==> src/rtl/blu_pkg.sv <==
package blu_pkg;

  typedef enum logic [1:0] {
    BLU_AND_HI_ONES = 2'b00,
    BLU_OR_HI       = 2'b01,
    BLU_LANE_MERGE  = 2'b10,
    BLU_COPY_A      = 2'b11
  } blu_op_e;

endpackage

==> src/rtl/blu_upper_logic.sv <==
module blu_upper_logic #(
  parameter int DATA_W = 32,
  parameter int IMM_W  = 16
) (
  input  logic [DATA_W-1:0] opnd,
  input  logic [IMM_W-1:0]  imm,
  output logic [DATA_W-1:0] and_ones_res,
  output logic [DATA_W-1:0] or_res
);
  localparam int LOW_W = DATA_W - IMM_W;

  // Upper field from the immediate, lower field filled with ones.
  function automatic logic [DATA_W-1:0] fill_ones(input logic [IMM_W-1:0] v);
    return {v, {LOW_W{1'b1}}};
  endfunction

  // Upper field from the immediate, lower field cleared.
  function automatic logic [DATA_W-1:0] fill_zeros(input logic [IMM_W-1:0] v);
    return {v, {LOW_W{1'b0}}};
  endfunction

  assign and_ones_res = opnd & fill_ones(imm);
  assign or_res       = opnd | fill_zeros(imm);

endmodule

==> src/rtl/blu_lane_merge.sv <==
module blu_lane_merge #(
  parameter int DATA_W = 32,
  parameter int LANE_W = 8,
  localparam int LANES = DATA_W / LANE_W
) (
  input  logic [DATA_W-1:0] opnd_a,
  input  logic [DATA_W-1:0] opnd_b,
  input  logic [LANES-1:0]  sel_b,
  output logic [DATA_W-1:0] merged
);

  function automatic logic [LANE_W-1:0] pick_lane(input logic use_b,
                                                  input logic [LANE_W-1:0] la,
                                                  input logic [LANE_W-1:0] lb);
    return use_b ? lb : la;
  endfunction

  for (genvar g = 0; g < LANES; g++) begin : g_lane
    assign merged[g*LANE_W +: LANE_W] =
      pick_lane(sel_b[g], opnd_a[g*LANE_W +: LANE_W], opnd_b[g*LANE_W +: LANE_W]);
  end

endmodule

==> src/rtl/blu_result_reg.sv <==
module blu_result_reg #(
  parameter int DATA_W = 32
) (
  input  logic              clk,
  input  logic              rst,
  input  logic              load,
  input  logic [DATA_W-1:0] d,
  output logic              q_valid,
  output logic [DATA_W-1:0] q
);

  always_ff @(posedge clk) begin
    if (rst) begin
      q_valid <= 1'b0;
      q       <= '0;
    end else begin
      q_valid <= load;
      if (load) q <= d;
    end
  end

endmodule

==> src/rtl/blu_exec.sv <==
module blu_exec #(
  parameter int DATA_W = 32,
  parameter int IMM_W  = 16,
  parameter int LANE_W = 8,
  localparam int LANES = DATA_W / LANE_W
) (
  input  logic              clk,
  input  logic              rst,
  input  logic              in_valid,
  input  logic [1:0]        op_sel,
  input  logic [DATA_W-1:0] src_a,
  input  logic [DATA_W-1:0] src_b,
  input  logic [IMM_W-1:0]  imm,
  input  logic [LANES-1:0]  lane_mask,
  output logic              out_valid,
  output logic [DATA_W-1:0] out_result
);
  import blu_pkg::*;

  logic [DATA_W-1:0] and_ones_res;
  logic [DATA_W-1:0] or_res;
  logic [DATA_W-1:0] merge_res;
  logic [DATA_W-1:0] next_result;   // mux output, observed by the checker
  blu_op_e           op;

  assign op = blu_op_e'(op_sel);

  blu_upper_logic #(.DATA_W(DATA_W), .IMM_W(IMM_W)) u_upper (
    .opnd         (src_a),
    .imm          (imm),
    .and_ones_res (and_ones_res),
    .or_res       (or_res)
  );

  blu_lane_merge #(.DATA_W(DATA_W), .LANE_W(LANE_W)) u_merge (
    .opnd_a (src_a),
    .opnd_b (src_b),
    .sel_b  (lane_mask),
    .merged (merge_res)
  );

  always_comb begin
    unique case (op)
      BLU_AND_HI_ONES: next_result = and_ones_res;
      BLU_OR_HI:       next_result = or_res;
      BLU_LANE_MERGE:  next_result = merge_res;
      default:         next_result = src_a;
    endcase
  end

  blu_result_reg #(.DATA_W(DATA_W)) u_out (
    .clk     (clk),
    .rst     (rst),
    .load    (in_valid),
    .d       (next_result),
    .q_valid (out_valid),
    .q       (out_result)
  );

endmodule

==> config.mk <==
export PLATFORM = sky130hd
export DESIGN_NAME = blu_exec
export DESIGN_NICKNAME = d
export VERILOG_FILES = /design/src/rtl/blu_pkg.sv /design/src/rtl/blu_upper_logic.sv /design/src/rtl/blu_lane_merge.sv /design/src/rtl/blu_result_reg.sv /design/src/rtl/blu_exec.sv
export SDC_FILE = /design/constraint.sdc
export NUM_CORES = 1
export LEC_CHECK = 0
export ABC_AREA = 1
export BUFFER_PORTS_ARGS = -buffer_cell sky130_fd_sc_hd__clkbuf_2
export CAP_MARGIN = 0
export CORE_MARGIN = 1
export CORE_UTILIZATION = 47
export CTS_BUF_LIST = sky130_fd_sc_hd__clkbuf_8 sky130_fd_sc_hd__clkbuf_16
export CTS_CLUSTER_DIAMETER = 120
export DETAILED_ROUTE_END_ITERATION = 8
export GPL_TIMING_DRIVEN = 0
export PLACE_DENSITY_LB_ADDON = 0.2
export SYNTH_ARGS = -nofsm -noshare
export SYNTH_HDL_FRONTEND = slang
export SYNTH_SLANG_ARGS = --single-unit
export TNS_END_PERCENT = 100
==> constraint.sdc <==
create_clock -name clk -period 2.4 [get_ports clk]
set_input_delay 0.48 -clock clk [delete_from_list [all_inputs] [get_ports clk]]
set_output_delay 0.48 -clock clk [all_outputs]
set_load 0.1 [all_outputs]
==> impl_results.md <==
* Slowest CP cell: clkbuf_2
* Post CTS Setup Buffer Count at 0
* Final Non-Filler Cells at between 500 and 600
* Std cell rows at 23
* Max_cap viols at 0
* # resized after CTS at 0
* Commonest non-fill, non-tap cell in the layout: clkbuf_2
* Routed Antenna Nets at 0
* Fraction of post-synthesis cell area in the top cell type by area at 0.321
* CTS root buffer: clkbuf_8
* Syn_nets at 427
* Dominant cell type by area after synthesis: dfxtp_1
* Chain of cells forming the critical path: clkbuf_2
* Max frequency at 0.640 GHz
* CTS clk-pin slew, worst paths at around 0.060 ns
* Worst setup EP type: output port
* Final hold vios at 0
* Worst setup SP type: flop
* Leakage at 1.61 nW
* Status: finished clean
* NumNets Final at 550
* Vias at roughly 2,500
* Seq/Total Area, Yosys at 0.321
* Critical Setup Path Class: reg2out
* Max transition margin at 0.626
* CTS tree: built
* Worst Path Buf+Inv at 1
* DR iter-0 viols at approximately 100
* Final TNS setup at 0 ns
* FF+latch count, synth at 33
* Slowest stage delay, CP at approximately 0.46 ns
* Routed wire per std cell at roughly 11 um
* Commonest cells after routing, fill and taps aside: clkbuf_2, nand2_1, nor2_1
* Clock Tree Buf Depth at 2
* Initial core utilization at 0.501
* RD Place Congestion at 0.866
* Cts hold-fix bufs at 0
* Top Ports at roughly 120
* Vias in the first global route at between 2,000 and 2,500
* Critical path startpoint: u_out.q[29]
* Area Growth Syn to Fin at 35.4%
* Post-DP HPWL at 4420 um
* RSZ-0062 raised after global routing: false
* TritonCTS Buffers at 5
* I/O Buffers at 116
* Final Cell Area at roughly 2800 sq um
* Final setup viols at 0
* Clock sinks at 33
* Worst endpoint required time at 1.92 ns
* Worst Hold Class: in2reg
* GR Overflow Total at 0
* Remaining DRCs at 0
* Die width at 68.2 um
* Antenna violations before repair at 0
* Pwr/cell area at 589 nW/um^2
* Hold Startpoint: src_a[31]
* Overall routed net length at approximately 5400 um
* Cells after Synth at 338
* Clock Latency Late Sink at roughly 0.27 ns
* Drt via density at 4.86
* WP data arrival at 1.08 ns
* Top cells by area, synth: dfxtp_1, nand2_1, nor2_1, nand3_1, inv_1
* Final Slew Violations at 0
* Synth unique cells at 21
* CP max FO at 2
* Core Region at a little over 4000 sq um
* Syn Std Cell Area at roughly 2100 sq um
* Warnings from Yosys at 0
* Gr usage total at 0.239
* Placed inst area at roughly 2700 sq um
* Avg Synthesized Cell Area at around 6.1 sq um
* First-pass GRT wire length at about 8500 um
* First-pass DRT Iterations at 4
* Antenna diodes at 0
* H-tree levels at 2
* Worst Tran Pin Value at 0.564 ns
* Worst R2R Start: u_out.q[10]
* Worst vdd ir at a little under 0.5 mV
* Clock Skew at 0 ns
* Crit path max-delay family: buffers and inverters
* Layout cells sized above 1 at 0.310
* Placed cells at 504
* Pin count of the biggest net entering global routing at 11
* Fin crit period at roughly 1.6 ns
* Die height at 68.2 um
* Die ar. at roughly 4700 sq um
* Tcrit/Tclk final at 0.651
[worst reg2reg max path, cell delays in order, from the launching register on]
cell and delay (ns):
dfxtp_1 0.31, nor2_1 0.09, nor2_1 0.04, nand2_1 0.08
inv_1 0.04
[layer usage]
layer,global-route usage,routed length [um]
met5,0,0
met3,0.0483,304
met4,0.0599,72
met1,0.286,2380
met2,0.429,2650
[cell type report]
cell class,instances,area (sq um)
clock inverter,1,3.75
inverter,39,151
multi-input combinational,247,1110
fill,403,1330
buffer,19,140
clock buffer,6,82.6
tap,50,62.6
sequential,33,661
timing repair buffer,116,581
[cell usage after synthesis]
master and instances:
nand2_1 96, nor2_1 64, inv_1 36, dfxtp_1 33, nand3_1 32, o21ai_0 17, a21oi_1 16, nand4_1 15
buf_2 5, clkbuf_1 5, buf_6 3, nand3_4 3, buf_1 2, clkbuf_8 2, inv_2 2, nor2_4 2
buf_12 1, buf_4 1, inv_6 1, nand2_2 1, nand3b_1 1
[final timing paths]
check,to,slack [ns],cells past startpoint
setup / recovery,out_result[29],0.84,1
hold / removal,u_out.q[31],0.47,3
setup reg to reg,u_out.q[10],1.74,4
hold reg to reg,u_out.q[27],0.51,2
[report_power, final]
| part | internal [mW] | total [mW] | leakage (nW) | switching, mW |
|---|---|---|---|---|
| clock | 0.223 | 0.400 | 0.0485 | 0.177 |
| sequential | 0.590 | 0.611 | 0.275 | 0.0210 |
| combinational | 0.159 | 0.634 | 1.28 | 0.475 |
| total | 0.972 | 1.64 | 1.61 | 0.673 |
[registers in the layout (all words and copies together) (netlist names)]
register / flops
u_out.q: 32
u_out.q_valid: 1
[cell families after synthesis]
| kind of cell | share of synthesized area |
|---|---|
| and+or+nand+nor | 0.458 |
| DFF | 0.321 |
| AOI/OAI and AO/OA | 0.0801 |
| buffers and inverters | 0.141 |
[per-stage QoR]
| stage | setup WS (ns) | total power [mW] | hold WS, ns | utilization |
|---|---|---|---|---|
| after global routing | 0.806 | 1.73 | 0.485 | 0.678 |
| final | 0.837 | 1.64 | 0.474 | 0.678 |
| after CTS | 0.831 | 1.66 | 0.466 | 0.678 |
| after detailed placement | 0.883 | 1.26 | 0.498 | 0.657 |
| after global placement | 0.894 | 1.25 | 0.493 | 0.657 |
| after floorplan | 0.995 | 1.11 | 0.642 | - |
Note: power is estimated with default switching activity, not from simulation.
